<file path="src/rtl/cs_gate_pkg.sv">
package cs_gate_pkg;
  // Fixed pedestal expressed in clock cycles (50 ns at 25 ns per cycle)
  localparam int PEDESTAL_CYCLES = 2;

  typedef enum logic {
    G_IDLE = 1'b0,
    G_OPEN = 1'b1
  } gate_state_e;
endpackage

</file>
<file path="src/rtl/cs_gate_timer.sv">
module cs_gate_timer
  import cs_gate_pkg::*;
#(
  parameter int TO_W = 8
) (
  input  logic            clk,
  input  logic            rst,
  input  logic            start,
  input  logic [TO_W-1:0] timeout,
  output logic            gate,
  output logic            gate_end
);
  localparam int CW = TO_W + 1;

  gate_state_e     state;
  logic [CW-1:0]   remain;
  logic [TO_W-1:0] n_eff;
  logic [CW-1:0]   load_val;

  // A zero setting is illegal and is promoted to the shortest legal gate
  always_comb begin
    n_eff    = (timeout == '0) ? TO_W'(1) : timeout;
    load_val = {1'b0, n_eff} + CW'(PEDESTAL_CYCLES - 1);
  end

  always_ff @(posedge clk) begin
    if (rst) begin
      state    <= G_IDLE;
      remain   <= '0;
      gate_end <= 1'b0;
    end else begin
      gate_end <= 1'b0;
      case (state)
        G_IDLE: begin
          if (start) begin
            state  <= G_OPEN;
            remain <= load_val;
          end
        end
        G_OPEN: begin
          if (remain == '0) begin
            state    <= G_IDLE;
            gate_end <= 1'b1;
          end else begin
            remain <= remain - CW'(1);
          end
        end
        default: state <= G_IDLE;
      endcase
    end
  end

  assign gate = (state == G_OPEN);
endmodule

</file>
<file path="src/rtl/cs_gate_flag.sv">
module cs_gate_flag (
  input  logic clk,
  input  logic rst,
  input  logic gate,
  input  logic gate_end,
  input  logic event_in,
  output logic flag
);
  always_ff @(posedge clk) begin
    if (rst) begin
      flag <= 1'b0;
    end else if (gate && event_in) begin
      flag <= 1'b1;
    end else if (gate_end) begin
      flag <= 1'b0;
    end
  end
endmodule

</file>
<file path="src/rtl/cs_gate_gen.sv">
module cs_gate_gen #(
  parameter int TO_W = 8
) (
  input  logic            clk,
  input  logic            rst,
  input  logic            start_i,
  input  logic            clear_i,
  input  logic [TO_W-1:0] timeout_i,
  output logic            gate_o,
  output logic            gate_end_o,
  output logic            cancelled_o,
  output logic            second_start_o
);
  localparam int NFLAG = 2;

  logic             gate_w;
  logic             end_w;
  logic [NFLAG-1:0] ev_in;
  logic [NFLAG-1:0] flags;

  cs_gate_timer #(.TO_W(TO_W)) timer_i (
    .clk      (clk),
    .rst      (rst),
    .start    (start_i),
    .timeout  (timeout_i),
    .gate     (gate_w),
    .gate_end (end_w)
  );

  // index 0: cancelled by clear, index 1: repeated start
  assign ev_in = {start_i, clear_i};

  for (genvar i = 0; i < NFLAG; i++) begin : g_flag
    cs_gate_flag flag_i (
      .clk      (clk),
      .rst      (rst),
      .gate     (gate_w),
      .gate_end (end_w),
      .event_in (ev_in[i]),
      .flag     (flags[i])
    );
  end

  assign gate_o         = gate_w;
  assign gate_end_o     = end_w;
  assign cancelled_o    = flags[0];
  assign second_start_o = flags[1];
endmodule

</file>
<file path="config.mk">
export PLATFORM = sky130hd
export DESIGN_NAME = cs_gate_gen
export DESIGN_NICKNAME = d
export VERILOG_FILES = /design/src/rtl/cs_gate_pkg.sv /design/src/rtl/cs_gate_timer.sv /design/src/rtl/cs_gate_flag.sv /design/src/rtl/cs_gate_gen.sv
export SDC_FILE = /design/constraint.sdc
export NUM_CORES = 1
export LEC_CHECK = 0
export BUFFER_PORTS_ARGS = -buffer_cell sky130_fd_sc_hd__buf_2
export CAP_MARGIN = 20
export CORE_UTILIZATION = 40
export CTS_CLUSTER_SIZE = 16
export DETAILED_ROUTE_END_ITERATION = 6
export HOLD_SLACK_MARGIN = 0.12
export PLACE_DENSITY = 0.71
export SYNTH_ARGS = -nofsm -noshare
export SYNTH_HDL_FRONTEND = slang
export SYNTH_SLANG_ARGS = --single-unit
</file>
<file path="constraint.sdc">
create_clock -name clk -period 5.7 [get_ports clk]
set_input_delay 0.57 -clock clk [delete_from_list [all_inputs] [get_ports clk]]
set_output_delay 0.57 -clock clk [all_outputs]
set_load 0.01 [all_outputs]
</file>
Word level (Yosys, flattened, before mapping)
Index checks and enable logic that the tools add are counted.

cells by class
  shift-type cells = 0
  bitwise logic cells = 1
  add/sub/neg operators = 2
  reduce and logical (&&, ||, !) cells = 8
  mux-type cells = 11
  divide/modulo/power cells = 0
  eq/ne operators = 2
  multipliers = 0
  $lt $le $gt $ge = 0

operators with widths
  operator                                                            count
  9-bit two-way mux                                                   2
  9-bit case mux with 2 select lines                                  1
  8-bit by 1-bit adder with 9-bit output, second input constant       1
  9-bit zero test                                                     1
  9-bit by 1-bit subtractor with 9-bit output, second input constant  1
  8-bit zero test                                                     1
  8-bit two-way mux                                                   1
  1-bit two-way mux                                                   6
  2-bit != test, second input constant                                2
  2-bit nonzero test                                                  2
  1-bit logical AND                                                   2
  1-bit case mux with 2 select lines                                  1
  2-bit AND reduction                                                 1
  2-bit OR reduction                                                  1
  1-bit NOT                                                           1

storage, ports and cells
  bits of input ports = 12
  ROM bits = 0
  memories kept = 0
  memory bits (writable) = 0
  latch bits = 0
  register bits = 13
  output and inout port bits = 4

Depth between registers and ports, before layout
  word-level depth = 5
  depth in mapped cells = 6
  mapped depth without buffers = 6

Hierarchy
Synthesis repeated with hierarchy kept, for this count alone.

unflattened totals
  cell total of the unflattened synthesis = 94
  area total of the unflattened synthesis = 790.8 sq um

modules (own cells, without submodules)
  module         cells each  times used  area an instance (sq um)
  cs_gate_timer  86          1           713.2
  cs_gate_flag   4           2           38.8

Worst setup path after synthesis
No wires, ideal clock.

  kind = reg-to-reg
  start point = register timer_i.remain[0]
  end point = register timer_i.remain[3]
  arrival = 1666 ps
  path slack = 3902 ps
  library setup time = 132 ps
  buffers on the path = 0
  stages on the path, launching flop included = 7
  cell sequence = dfxtp_1 -> inv_1 -> ha_1 -> or3b_1 -> or4b_1 -> a211oi_1 -> a211oi_1

between the ends
  longest elaborated chain between the ends = 3
  elaborated cells on any way between the ends = 6
  those cells by class = 1 x add/sub; 1 x eq/ne; 2 x mux; 2 x reduce/logical

ends and longest elaborated chain
  item                                                                                   line                                      RTL
  from (decl)                                                                            cs_gate_timer.sv:16                       logic [CW-1:0] remain;
  from (signal assigned)                                                                 cs_gate_timer.sv:37                       remain <= load_val;
  from (signal assigned)                                                                 cs_gate_timer.sv:45                       remain <= remain - CW'(1);
  9-bit by 1-bit subtractor with 9-bit output / 9-bit zero test (equally long branches)  cs_gate_timer.sv:45, cs_gate_timer.sv:41
  9-bit two-way mux / 2-bit != test (equally long branches)                              --
  9-bit case mux with 2 select lines / 2-bit AND reduction (equally long branches)       --

Parallel ways exist; a longest one is shown, timed or not. The select of a mux whose other input is x is not followed.
A chain may end at the register's enable or synchronous reset.

Final worst setup path
  start point = register timer_i.state, in the netlist timer_i.gate
  end point = output gate_o

RTL lines
  item                    line                 RTL
  from (decl)             cs_gate_timer.sv:15  gate_state_e state;
  from (signal assigned)  cs_gate_timer.sv:28  state <= G_IDLE;
  from (signal assigned)  cs_gate_timer.sv:36  state <= G_OPEN;
  from (signal assigned)  cs_gate_timer.sv:42  state <= G_IDLE;
  to (decl)               cs_gate_gen.sv:9     output logic gate_o,

No word-level cell between the ends.

==> results by group <==
Logic synthesis
  • Mux cell area share after synthesis: 0
  • Synth Flop Type: dfxtp_1
  • Xor and xnor fraction of the mapped netlist area: 0.0310
  • Compound-Gate Fraction of Synth Area: 0.304
  • Adder-Cell Fraction of Synth Area: 0.0147
  • Mean post-synth cell area: 8.16 µm²
  • Number of flops mapped to enable cells by yosys: 0
  • Register bit total from synthesis: 13
  • Synth warnings: 0
  • Synth Instances: around 100
  • Seq/Total Area, Yosys: 0.307
  • Syn nets: 117
  • Combinational family with the most area after synthesis: compound AO/OA/AOI/OAI gates
  • Post-Syn Area: roughly 850 µm²
  • Distinct cells, synth: 42
  • Area share of and/or/nand/nor cells after synthesis: 0.276
  • FFs w/ async S/R, synth: 0

Setup path
  • Setup crit start kind: flop
  • Worst path max stage delay: 0.84 ns
  • CP top delay family: flip-flops
  • WP depth: 1
  • Endpoint class of the critical path: primary output
  • CP max-delay cell: dfxtp_1
  • Crit Path Max Fanout: 25
  • R2R depth: 6
  • Worst EP arrival: between 1 and 1.5 ns
  • Crit-path cells: buf_2
  • Crit path kind: flop to primary output
  • WP data required: a little over 5 ns
  • CP bufs+invs: 1

CTS
  • Postcts setup bufs: 0
  • H-tree Lvls: 1
  • Clk_lat worst skew: 0.29 ns
  • CTS Buf Count: 3
  • CTS sink count: 13
  • Clock transition at path regs: 0.09 ns
  • Post-CTS Resized: 0
  • Hold buffers post-CTS: 0
  • CTS root buf: clkbuf_4
  • Maximum clock path buffer count: 2
  • CTS tree: yes

Place
  • Inst Count DP: 142
  • Worst slack at placement: 3.77 ns
  • GPL Wtd Cong: approximately 0.75
  • # port buffers: 15
  • Detail Placement HPWL: 1360 µm

Global routing
  • GRT met1 Usage: 0.293
  • GR Util met3: 0.0113
  • GRT Util Overall: 0.194
  • Overflow after GRT: 0
  • Global route hottest layer: met1
  • M2 GR Usage: 0.270
  • Initial antenna violation count: 0
  • Largest net degree at the start of global routing: 26
  • Vias in the first global route: 681
  • Global-route wire length before repair: 3110 µm

STA
  • Worst Skew: 0.00796 ns
  • RSZ-0062 raised after global routing: no
  • Setup TNS: 0 ns
  • Final Setup Violations: 0
  • Max-slew violations: 0
  • Fin crit share: 0.344
  • Final WS setup: 3.74 ns
  • Slew Limit Headroom: 0.472
  • FMAX: 510 MHz
  • Slew @ Worst Pin: 0.791 ns
  • Minimum clock period: 1.96 ns
  • Final Hold Viols: 0

Power
  • Logic pwr share: 0.308
  • Sw Pwr: roughly 0.09 mW
  • Switching share of total power: 0.350
  • Clock Power Share: 0.234
  • Power density cells: about 270 nW/µm²
  • Peak supply drop: 0.101 mV
  • Internal: approximately 0.17 mW
  • Seq pwr share: 0.458
  • Lkg Pwr: roughly 0.37 nW

Floorplanning
  • Die area: between 2000 and 2500 µm²
  • Die span in y: 48.1 µm
  • Top-Level Pins: 16
  • Starting Density: 0.428
  • Core footprint: between 1500 and 2000 µm²
  • Site row count: 16
  • DIE WIDTH: around 48 µm

Detailed routing
  • DR iter-0 viols: 31
  • # DRC: 0
  • Via count of the routed design: 839
  • Vias/cell: 5.75
  • Post-DRT Antenna Nets: 0
  • Final wirelength: 1840 µm
  • WL per Instance: 12.6 µm
  • Pre-antenna DRT Iters: 4

Run
  • Max-cap violation count: 0

Finish
  • Fraction of layout cells with a size suffix above 1: 0.185
  • Commonest non-fill, non-tap cell in the layout: buf_2
  • Area delta synth->final: 13.1%
  • Finished Layout Cells: 146
  • Final nets: 133
  • # diodes: 0
  • Final core occ: 0.484
  • Most frequent cells in the layout: buf_2, dfxtp_1, inv_1, a21oi_1, nor3_1

Status
  • Outcome: finished clean

Min path
  • Hold/Removal Path Class: flop to flop
  • WHS Path Cells: 1
-- path summary, 6_finish.rpt --
| kind | start | end | slack [ns] |
|---|---|---|---|
| worst min register to register | timer_i.remain[8] | timer_i.gate_end | 0.45 |
| worst min-delay path | timer_i.remain[8] | timer_i.gate_end | 0.45 |
| worst max register to register | timer_i.remain[0] | timer_i.remain[3] | 3.77 |
| worst max-delay path | timer_i.gate | gate_o | 3.74 |
-- registers in the layout, indices dropped and copies added, names as in the netlist --
signal	flops
g_flag.flag_i.flag	2
timer_i.gate	1
timer_i.gate_end	1
timer_i.remain	9
-- power groups by stage --
stage               Sequential (mW)  Clock (mW)  Combinational (mW)
finish                        0.117      0.0595              0.0784
global route                  0.119      0.0660              0.0900
CTS                           0.116      0.0596              0.0781
detailed placement            0.118           0              0.0779
global placement              0.118           0              0.0762
floorplan                     0.113           0              0.0620
-- per-layer routing --
layer / part of all wire / vias to the layer above
li1: - / 435
met1: 0.47 / 371
met2: 0.45 / 28
met3: 0.052 / 5
met4: 0.023 / 0
met5: 0 / -
-- area by class of cell --
type	instances	area, µm²
Fill cell	189	1020
Multi-Input combinational cell	78	531
Sequential cell	13	260
Timing Repair Buffer	15	75.1
Inverter	9	33.8
Tap cell	27	33.8
Clock buffer	4	26.3
-- cells in the mapped netlist (all sizes together), types with 2 or more instances --
library cell  number  share of area
dfxtp             13           0.31
or3                2          0.015
o211ai             2          0.018
nor3               6          0.035
nor2               5          0.022
o21a               3          0.027
clkbuf             2         0.0089
o32ai              3          0.031
a211oi             4          0.035
a21oi              7          0.041
o21ai              3          0.018
nand2b             3          0.022
a221oi             2          0.021
a22oi              2          0.018
nand2              5          0.022
xor2               2          0.021
or4                2          0.018
o31ai              2          0.018
inv                9          0.040
nor4               2          0.015
o31a               2          0.021
nand3              3          0.018
-- cells by family after synthesis --
kind of cell               Yosys count
adders and majority gates            1
AOI/OAI and AO/OA                   36
and+or+nand+nor                     38
xor gates and xnor gates             3
DFF                                 13
buffers and inverters               13
-- stage by stage --
stage / power (mW) / hold WS (ns) / instance area [µm²]
floorplan: 0.175 / 0.422 / 848
global placement: 0.194 / 0.435 / 933
detailed placement: 0.196 / 0.439 / 933
CTS: 0.254 / 0.451 / 960
global route: 0.275 / 0.478 / 960
finish: 0.255 / 0.446 / 960
(Power assumes the default switching activity.)
